<file path="config.mk">
export PLATFORM = sky130hd
export DESIGN_NAME = intr_seq
export DESIGN_NICKNAME = d
export VERILOG_FILES = /design/src/rtl/intr_seq_pkg.sv /design/src/rtl/intr_nmi_qual.sv /design/src/rtl/intr_ack_pulser.sv /design/src/rtl/intr_req_arb.sv /design/src/rtl/intr_seq.sv
export SDC_FILE = /design/constraint.sdc
export NUM_CORES = 1
export LEC_CHECK = 0
export BUFFER_PORTS_ARGS = -buffer_cell sky130_fd_sc_hd__buf_4
export CAP_MARGIN = 20
export CORE_MARGIN = 5
export CORE_UTILIZATION = 39
export DETAILED_ROUTE_END_ITERATION = 8
export SETUP_SLACK_MARGIN = 0.15
export SKIP_LAST_GASP = 1
export SYNTH_ARGS = -nofsm -noshare
export SYNTH_HDL_FRONTEND = slang
export SYNTH_HIERARCHICAL = 1
export SYNTH_SLANG_ARGS = --single-unit
</file>
<file path="constraint.sdc">
create_clock -name clk -period 4.5 [get_ports clk]
set_clock_uncertainty 0.05 [all_clocks]
set_input_delay 0.45 -clock clk [delete_from_list [all_inputs] [get_ports clk]]
set_output_delay 0.45 -clock clk [all_outputs]
set_load 0.005 [all_outputs]
</file>
<file path="src/rtl/intr_seq_pkg.sv">
package intr_seq_pkg;

   typedef enum logic [3:0] {
      ST_IDLE,
      ST_ACK,
      ST_PUSH_FL,
      ST_PUSH_CS,
      ST_PUSH_IP,
      ST_RD_OFF,
      ST_RD_SEG,
      ST_POP_IP,
      ST_POP_CS,
      ST_POP_FL
   } seq_state_e;

   typedef enum logic [2:0] {
      SRC_NONE,
      SRC_NMI,
      SRC_SW,
      SRC_MASK,
      SRC_STEP
   } req_src_e;

   localparam int unsigned FLAG_IF = 9;
   localparam int unsigned FLAG_TF = 8;

endpackage

</file>
<file path="src/rtl/intr_nmi_qual.sv">
module intr_nmi_qual #(
   parameter int unsigned HOLD = 2
) (
   input  logic clk,
   input  logic rst_n,
   input  logic nmi_in,
   input  logic take,
   output logic pend
);

   logic prev_q;
   logic fire;

   always_ff @(posedge clk or negedge rst_n) begin
      if (!rst_n) prev_q <= 1'b1;
      else        prev_q <= nmi_in;
   end

   generate
      if (HOLD <= 1) begin : g_edge
         assign fire = nmi_in & ~prev_q;
      end else begin : g_hold
         localparam int unsigned CW = $clog2(HOLD + 1);
         logic [CW-1:0] run_q;
         logic [CW-1:0] run_d;

         always_comb begin
            if (!nmi_in)
               run_d = '0;
            else if (!prev_q)
               run_d = CW'(1);
            else if (run_q != '0 && run_q != CW'(HOLD))
               run_d = run_q + CW'(1);
            else
               run_d = run_q;
         end

         always_ff @(posedge clk or negedge rst_n) begin
            if (!rst_n) run_q <= '0;
            else        run_q <= run_d;
         end

         assign fire = (run_d == CW'(HOLD)) && (run_q != CW'(HOLD));
      end
   endgenerate

   always_ff @(posedge clk or negedge rst_n) begin
      if (!rst_n) pend <= 1'b0;
      else        pend <= fire | (pend & ~take);
   end

endmodule

</file>
<file path="src/rtl/intr_ack_pulser.sv">
module intr_ack_pulser #(
   parameter int unsigned ACK_W = 2,
   parameter int unsigned GAP_W = 2
) (
   input  logic clk,
   input  logic rst_n,
   input  logic start,
   output logic ack_n,
   output logic done
);

   localparam int unsigned MAXW = (ACK_W > GAP_W) ? ACK_W : GAP_W;
   localparam int unsigned CW   = $clog2(MAXW + 1);

   typedef enum logic [1:0] {PH_IDLE, PH_LOW1, PH_GAP, PH_LOW2} ph_e;

   ph_e           ph_q;
   logic [CW-1:0] cnt_q;
   logic          fin_q;

   always_ff @(posedge clk or negedge rst_n) begin
      if (!rst_n) begin
         ph_q  <= PH_IDLE;
         cnt_q <= '0;
         fin_q <= 1'b0;
      end else begin
         fin_q <= 1'b0;
         unique case (ph_q)
            PH_IDLE: begin
               if (start) begin
                  ph_q  <= PH_LOW1;
                  cnt_q <= '0;
               end
            end
            PH_LOW1: begin
               if (cnt_q == CW'(ACK_W - 1)) begin
                  ph_q  <= PH_GAP;
                  cnt_q <= '0;
               end else begin
                  cnt_q <= cnt_q + CW'(1);
               end
            end
            PH_GAP: begin
               if (cnt_q == CW'(GAP_W - 1)) begin
                  ph_q  <= PH_LOW2;
                  cnt_q <= '0;
               end else begin
                  cnt_q <= cnt_q + CW'(1);
               end
            end
            PH_LOW2: begin
               if (cnt_q == CW'(ACK_W - 1)) begin
                  ph_q  <= PH_IDLE;
                  cnt_q <= '0;
                  fin_q <= 1'b1;
               end else begin
                  cnt_q <= cnt_q + CW'(1);
               end
            end
            default: ph_q <= PH_IDLE;
         endcase
      end
   end

   assign ack_n = !((ph_q == PH_LOW1) || (ph_q == PH_LOW2));
   assign done  = fin_q;

endmodule

</file>
<file path="src/rtl/intr_req_arb.sv">
module intr_req_arb
   import intr_seq_pkg::*;
#(
   parameter int unsigned    TW        = 8,
   parameter logic [TW-1:0]  NMI_TYPE  = TW'(2),
   parameter logic [TW-1:0]  STEP_TYPE = TW'(1)
) (
   input  logic          nmi_pend,
   input  logic          sw_req,
   input  logic [TW-1:0] sw_type,
   input  logic          mask_req,
   input  logic          if_flag,
   input  logic          tf_flag,
   output req_src_e      src,
   output logic [TW-1:0] vtype
);

   always_comb begin
      src   = SRC_NONE;
      vtype = '0;
      if (nmi_pend) begin
         src   = SRC_NMI;
         vtype = NMI_TYPE;
      end else if (sw_req) begin
         src   = SRC_SW;
         vtype = sw_type;
      end else if (mask_req && if_flag) begin
         src   = SRC_MASK;
         vtype = '0;
      end else if (tf_flag) begin
         src   = SRC_STEP;
         vtype = STEP_TYPE;
      end
   end

endmodule

</file>
<file path="src/rtl/intr_seq.sv">
module intr_seq
   import intr_seq_pkg::*;
#(
   parameter int unsigned    DW        = 16,
   parameter int unsigned    AW        = 20,
   parameter int unsigned    TW        = 8,
   parameter int unsigned    SEG_SHIFT = 4,
   parameter int unsigned    ACK_W     = 2,
   parameter int unsigned    GAP_W     = 2,
   parameter int unsigned    NMI_HOLD  = 2,
   parameter logic [DW-1:0]  RST_CS    = 16'hF000,
   parameter logic [DW-1:0]  RST_IP    = 16'h0000,
   parameter logic [DW-1:0]  RST_SP    = 16'h0800,
   parameter logic [DW-1:0]  RST_FLAGS = 16'h0002
) (
   input  logic          clk,
   input  logic          rst_n,
   input  logic          instr_end,
   input  logic [DW-1:0] next_ip,
   input  logic          ret_req,
   input  logic          flags_wr,
   input  logic [DW-1:0] flags_wdata,
   input  logic          mask_req,
   input  logic          nmi_in,
   input  logic          sw_req,
   input  logic [TW-1:0] sw_type,
   output logic          ack_n,
   input  logic [TW-1:0] data_in,
   output logic          mem_req,
   output logic          mem_we,
   output logic [AW-1:0] mem_addr,
   output logic [DW-1:0] mem_wdata,
   input  logic [DW-1:0] mem_rdata,
   input  logic          mem_ack,
   input  logic [DW-1:0] ss_in,
   output logic          busy,
   output logic [DW-1:0] cur_cs,
   output logic [DW-1:0] cur_ip,
   output logic [DW-1:0] cur_sp,
   output logic [DW-1:0] cur_flags
);

   localparam int unsigned WORD_BYTES = DW / 8;
   localparam int unsigned VEC_BYTES  = 2 * WORD_BYTES;
   localparam int unsigned VEC_SHIFT  = $clog2(VEC_BYTES);

   generate
      if (DW % 8 != 0) begin : g_bad_dw
         $error("intr_seq: DW must be a whole number of bytes");
      end
      if (DW <= FLAG_IF) begin : g_bad_flags
         $error("intr_seq: DW too narrow for the flag positions");
      end
      if (AW < TW + VEC_SHIFT) begin : g_bad_aw
         $error("intr_seq: AW cannot hold the vector table");
      end
      if (ACK_W < 1 || GAP_W < 1 || NMI_HOLD < 1) begin : g_bad_w
         $error("intr_seq: pulse widths and hold must be at least 1");
      end
   endgenerate

   seq_state_e    state_q;
   logic [DW-1:0] cs_q, ip_q, sp_q, fl_q, ip_new_q;
   logic [TW-1:0] vtype_q;

   req_src_e      arb_src;
   logic [TW-1:0] arb_type;
   logic          nmi_pend;
   logic          ack_done;
   logic          idle;
   logic          take_irq;
   logic [DW-1:0] sp_dn, sp_up;
   logic [AW-1:0] vec_off, vec_seg;

   function automatic logic [AW-1:0] phys(input logic [DW-1:0] seg, input logic [DW-1:0] off);
      return (AW'(seg) << SEG_SHIFT) + AW'(off);
   endfunction

   assign idle     = (state_q == ST_IDLE);
   assign take_irq = idle && instr_end && !ret_req && (arb_src != SRC_NONE);
   assign sp_dn    = sp_q - DW'(WORD_BYTES);
   assign sp_up    = sp_q + DW'(WORD_BYTES);
   assign vec_off  = AW'({vtype_q, {VEC_SHIFT{1'b0}}});
   assign vec_seg  = vec_off + AW'(WORD_BYTES);

   intr_nmi_qual #(.HOLD(NMI_HOLD)) u_nmi (
      .clk    (clk),
      .rst_n  (rst_n),
      .nmi_in (nmi_in),
      .take   (take_irq && (arb_src == SRC_NMI)),
      .pend   (nmi_pend)
   );

   intr_req_arb #(.TW(TW)) u_arb (
      .nmi_pend (nmi_pend),
      .sw_req   (sw_req),
      .sw_type  (sw_type),
      .mask_req (mask_req),
      .if_flag  (fl_q[FLAG_IF]),
      .tf_flag  (fl_q[FLAG_TF]),
      .src      (arb_src),
      .vtype    (arb_type)
   );

   intr_ack_pulser #(.ACK_W(ACK_W), .GAP_W(GAP_W)) u_ack (
      .clk   (clk),
      .rst_n (rst_n),
      .start (take_irq && (arb_src == SRC_MASK)),
      .ack_n (ack_n),
      .done  (ack_done)
   );

   always_ff @(posedge clk or negedge rst_n) begin
      if (!rst_n) begin
         state_q  <= ST_IDLE;
         cs_q     <= RST_CS;
         ip_q     <= RST_IP;
         sp_q     <= RST_SP;
         fl_q     <= RST_FLAGS;
         vtype_q  <= '0;
         ip_new_q <= '0;
      end else begin
         unique case (state_q)
            ST_IDLE: begin
               if (flags_wr) fl_q <= flags_wdata;
               if (instr_end) ip_q <= next_ip;
               if (ret_req) begin
                  state_q <= ST_POP_IP;
               end else if (take_irq) begin
                  vtype_q <= arb_type;
                  state_q <= (arb_src == SRC_MASK) ? ST_ACK : ST_PUSH_FL;
               end
            end
            ST_ACK: begin
               if (ack_done) begin
                  vtype_q <= data_in;
                  state_q <= ST_PUSH_FL;
               end
            end
            ST_PUSH_FL: begin
               if (mem_ack) begin
                  sp_q          <= sp_dn;
                  fl_q[FLAG_IF] <= 1'b0;
                  fl_q[FLAG_TF] <= 1'b0;
                  state_q       <= ST_PUSH_CS;
               end
            end
            ST_PUSH_CS: begin
               if (mem_ack) begin
                  sp_q    <= sp_dn;
                  state_q <= ST_PUSH_IP;
               end
            end
            ST_PUSH_IP: begin
               if (mem_ack) begin
                  sp_q    <= sp_dn;
                  state_q <= ST_RD_OFF;
               end
            end
            ST_RD_OFF: begin
               if (mem_ack) begin
                  ip_new_q <= mem_rdata;
                  state_q  <= ST_RD_SEG;
               end
            end
            ST_RD_SEG: begin
               if (mem_ack) begin
                  cs_q    <= mem_rdata;
                  ip_q    <= ip_new_q;
                  state_q <= ST_IDLE;
               end
            end
            ST_POP_IP: begin
               if (mem_ack) begin
                  ip_q    <= mem_rdata;
                  sp_q    <= sp_up;
                  state_q <= ST_POP_CS;
               end
            end
            ST_POP_CS: begin
               if (mem_ack) begin
                  cs_q    <= mem_rdata;
                  sp_q    <= sp_up;
                  state_q <= ST_POP_FL;
               end
            end
            ST_POP_FL: begin
               if (mem_ack) begin
                  fl_q    <= mem_rdata;
                  sp_q    <= sp_up;
                  state_q <= ST_IDLE;
               end
            end
            default: state_q <= ST_IDLE;
         endcase
      end
   end

   always_comb begin
      mem_req   = 1'b0;
      mem_we    = 1'b0;
      mem_addr  = '0;
      mem_wdata = '0;
      unique case (state_q)
         ST_PUSH_FL: begin
            mem_req = 1'b1; mem_we = 1'b1;
            mem_addr = phys(ss_in, sp_dn); mem_wdata = fl_q;
         end
         ST_PUSH_CS: begin
            mem_req = 1'b1; mem_we = 1'b1;
            mem_addr = phys(ss_in, sp_dn); mem_wdata = cs_q;
         end
         ST_PUSH_IP: begin
            mem_req = 1'b1; mem_we = 1'b1;
            mem_addr = phys(ss_in, sp_dn); mem_wdata = ip_q;
         end
         ST_RD_OFF: begin
            mem_req = 1'b1; mem_addr = vec_off;
         end
         ST_RD_SEG: begin
            mem_req = 1'b1; mem_addr = vec_seg;
         end
         ST_POP_IP, ST_POP_CS, ST_POP_FL: begin
            mem_req = 1'b1; mem_addr = phys(ss_in, sp_q);
         end
         default: begin
            mem_req = 1'b0;
         end
      endcase
   end

   assign busy      = !idle;
   assign cur_cs    = cs_q;
   assign cur_ip    = ip_q;
   assign cur_sp    = sp_q;
   assign cur_flags = fl_q;

endmodule

</file>
==> reports/qor.tcl <==
set qor(clk_transition_reported_paths_ns) 0.08
set qor(worstMarginPinSlew_ns) 1.053
set qor(power-per-cell-area_mw_per_mm2) 749.5
set qor(cts-root-buf) {sky130_fd_sc_hd__clkbuf_16}
set qor(relSlewSlack_pct) 29.13
set qor(internal_pwr_total_mw) 3.724
set qor(p_sw_mw) 2.731
set qor(vdd_drop_max_uv) 310.3
set qor(crit_chain) {or4_4, or2_4, nor3_2, xor2_1, ha_1, a21oi_2, o211ai_1, o21a_1, a311o_1, and4_1, buf_4}
set qor(synthesis.yosys.warnings) 6
set qor(postRouteWirelength_um) 20480
set qor(synth.top_cell.area_share_pct) 36.05
set qor(postSynthRegisterBits) 100
set qor(final_core_utilization_pct) 52.50
set qor(boundaryPins) 193
set qor(clock_tree_from_tritoncts) {done}
set qor(nets) 980
set qor(worstHoldPathType) {input port to async pin}
set qor(cap_violations) 0
set qor(worst_skew_pair.late_latency_ns) 0.35
set qor(clock_sinks) 100
set qor(end_kind) {primary output}
set qor(portBuffers) 190
set qor(synth_seq_area_share_pct) 38.90
set qor(cp_slowest_cell) {sky130_fd_sc_hd__or4_4}
set qor(post_dp_cell_area_mm2) 0.008124
set qor(power.static_leakage_nw) 3.979
set qor(start_util_pct) 39.34
set qor(antenna_found_initial) 0
set qor(viasPerCell) 5.527
set qor(cts-buffers-inserted) 9
set qor(areaGrowthSynthToFinish_pct) 33.44
set qor(routed_length_per_placed_instance_um) 18.74
set qor(share_clk_of_total_power_pct) 14.1
set qor(dp_worst_setup_slack_ns) 0.3983
set qor(avgSynthCellArea_um2) 9.355
set qor(die_area_mm2) 0.01922
set qor(grt_setup_unrepaired) {no}
set qor(share_seq_of_total_power_pct) 27.9
set qor(synth.area.top_cells) {sky130_fd_sc_hd__dfrtp_1 (36%), sky130_fd_sc_hd__mux2i_1 (7.0%), sky130_fd_sc_hd__mux2_2 (5.9%)}
set qor(result_of_the_run) {finished, final reports clean}
set qor(globalRouteOverflowTotal) 0
set qor(holdWs_ns) 0.1280
set qor(dr.pass1.iters) 6
set qor(finalWorstPathRequiredPeriod_ns) 4.228
set qor(maximum_single_stage_delay_on_the_critical_path_ns) 0.56
set qor(maximum_number_of_buffers_from_clock_root_to_sink) 2
set qor(die_w_um) 138.7
set qor(syn_area_mm2) 0.006455
set qor(min_period_over_period_pct) 93.96
set qor(report.final.hold_viol_count) 0
set qor(core_region_area_mm2) 0.01641
set qor(grt_max_degree) 68
set qor(final-max-slew-violation-count) 0
set qor(cp-start-kind) {register}
set qor(die_y_extent_um) 138.7
set qor(grtUsageTotal_pct) 20.75
set qor(clock_tree.htree_level_count) 3
set qor(vias_in_the_first_global_route) 6258
set qor(cell_type_contributing_the_most_total_cell_area_after_synthesis) {sky130_fd_sc_hd__dfrtp_1}
set qor(route.vias.total) 6041
set qor(grt_pass1_wl_um) 32650
set qor(fmax_ghz) 0.2365
set qor(stdcell_count) 1093
set qor(fin_tns_setup_ns) 0
set qor(synthCells) 690
set qor(setup_viol_count_final) 0
set qor(placementRows) 47
set qor(post_synthesis_async_set_or_reset_flop_share_pct) 100.0
set qor(num-fill-cells) 1503
set qor(ys_types) 70
set qor(p_sw_share_pct) 42.31
set qor(drt-initial-drc-count) 319
set qor(layout-drive-gt1-share_pct) 35.74
set qor(number_of_enable_type_register_cells_in_the_synthesized_netlist) 0
set qor(crit_type) {register to primary output}
set qor(drc) 0
set qor(diodes) 0
set qor(dpl.hpwl_um) 15500
set qor(p_comb_share_pct) 58.0
set qor(ant_nets) 0
set qor(critPathRequiredTime_ns) 4.00
set qor(worst-endpoint-arrival_ns) 3.73
set qor(synth-main-ff-cell) {sky130_fd_sc_hd__dfrtp_1}
set qor(gp_congestion) 0.8985
set qor(fin_total_pwr_mw) 6.455
set qor(place.detailed.instances) 1075
set qor(cts_hold_buffers) 0
set qor(fin_area_mm2) 0.008613
set qor(timing.final.ws_setup_ns) 0.2718
set qor(crit_fanout) 9
## worst max-delay path: cells and delay by family (launching register included)
kind	cells	cell delay, ns
flops	1	0.48
xor+xnor	1	0.26
simple gates	4	1.30
compound gates	4	0.87
fa+ha+maj	1	0.30
buf+inv	1	0.13
## cells by family (layout without fill, tap and decap cells)
family | count (synthesis) | after routing | share of synthesized area (%)
simple gates | 198 | 198 | 15.84
compound gates | 174 | 174 | 17.35
flops | 100 | 100 | 38.90
mux | 80 | 80 | 13.14
buf+inv | 77 | 259 | 5.117
xor+xnor | 37 | 37 | 5.020
fa+ha+maj | 23 | 23 | 4.574
other cells | 1 | 2 | 0.05810
## synthesized netlist by cell type, drive strengths merged, types with 4 or more instances
cell     n
a21o     5
a21oi   24
a222oi  16
a22o     4
a22oi    5
a31oi    5
and2     7
and3     5
buf     17
clkbuf  25
dfrtp   93
dfstp    7
ha      22
inv     35
mux2    35
mux2i   45
nand2   78
nand2b   6
nand3   16
nand4    6
nor2    26
nor2b    7
nor3    21
nor4     5
o211ai  12
o21a     6
o21ai   74
o22ai    7
or3      4
xnor2   22
xor2    15
## state kept, by name, indices dropped and copies added, names as in the netlist
| signal | count |
|---|---|
| u_nmi/g_hold.run_q | 2 |
| vtype_q | 8 |
| u_ack/cnt_q | 2 |
| state_q | 4 |
| cur_flags | 16 |
| u_ack/done | 1 |
| u_nmi/prev_q | 1 |
| cur_ip | 16 |
| u_nmi/pend | 1 |
| ip_new_q | 16 |
| cur_cs | 16 |
| u_ack/ph_q | 2 |
| cur_sp | 15 |
## cell usage in the layout (no fill, tap or decap), drive strengths merged, types with 4 or more instances in the layout
cell type	n
o21ai	74
or3	4
o211ai	12
nand4	6
a222oi	16
inv	38
a22oi	5
a21oi	24
nor3	21
a31oi	5
a21o	5
dfrtp	93
nor2	26
buf	208
nand2	78
nand2b	6
nor2b	7
o21a	6
and2	7
o22ai	7
nor4	5
xnor2	22
and3	5
xor2	15
a22o	4
mux2i	45
ha	22
nand3	16
clkbuf	9
mux2	35
dfstp	7
## cell type report
| class | count | area (um^2) | area share (%) |
|---|---|---|---|
| well taps | 220 | 275.3 | 3.196 |
| flip-flops and latches | 100 | 2516 | 29.21 |
| clock inverters | 7 | 128.9 | 1.496 |
| inverters | 35 | 131.4 | 1.525 |
| repair buffers | 208 | 1562 | 18.13 |
| multi-input cells | 514 | 3775 | 43.83 |
| clock buffers | 9 | 225.2 | 2.615 |
## power by group through the flow
stage | clock network (mW) | registers, mW | logic (mW)
2_1_floorplan | 0 | 1.66 | 2.13
3_3_place_gp | 0 | 1.76 | 3.64
3_5_place_dp | 0 | 1.79 | 3.70
4_1_cts | 0.936 | 1.78 | 3.74
5_1_grt | 0.968 | 1.87 | 4.13
6_report | 0.913 | 1.80 | 3.74
## layer usage
layer  GRT usage (%)  vias up  part of all wire, %
met4           6.797        0                  1.8
met1           25.36     2947                   41
met5               0        -                    0
met3           5.862       23                  7.9
met2           35.48      225                   49
li1                -     2846                    -
## worst paths after layout
path	start	to	slack [ns]	cells past startpoint
min in group clk	nmi_in	u_nmi/prev_q	0.17	1
setup reg to reg	state_q[0]	u_ack/ph_q[1]	1.72	7
hold reg to reg	vtype_q[6]	vtype_q[6]	0.43	2
max in group asynchronous	rst_n	cur_sp[1]	3.19	2
setup / recovery	cur_sp[6]	mem_addr[18]	0.27	11
hold / removal	rst_n	cur_sp[14]	0.13	1
## what timing repair did
action	CTS	global route
endpoints found under the setup margin	4	5
gates cloned	0	0
gates resized for setup	11	19
pin swaps	0	3
setup buffers	0	2
Power figures use the tool's default switching activity.
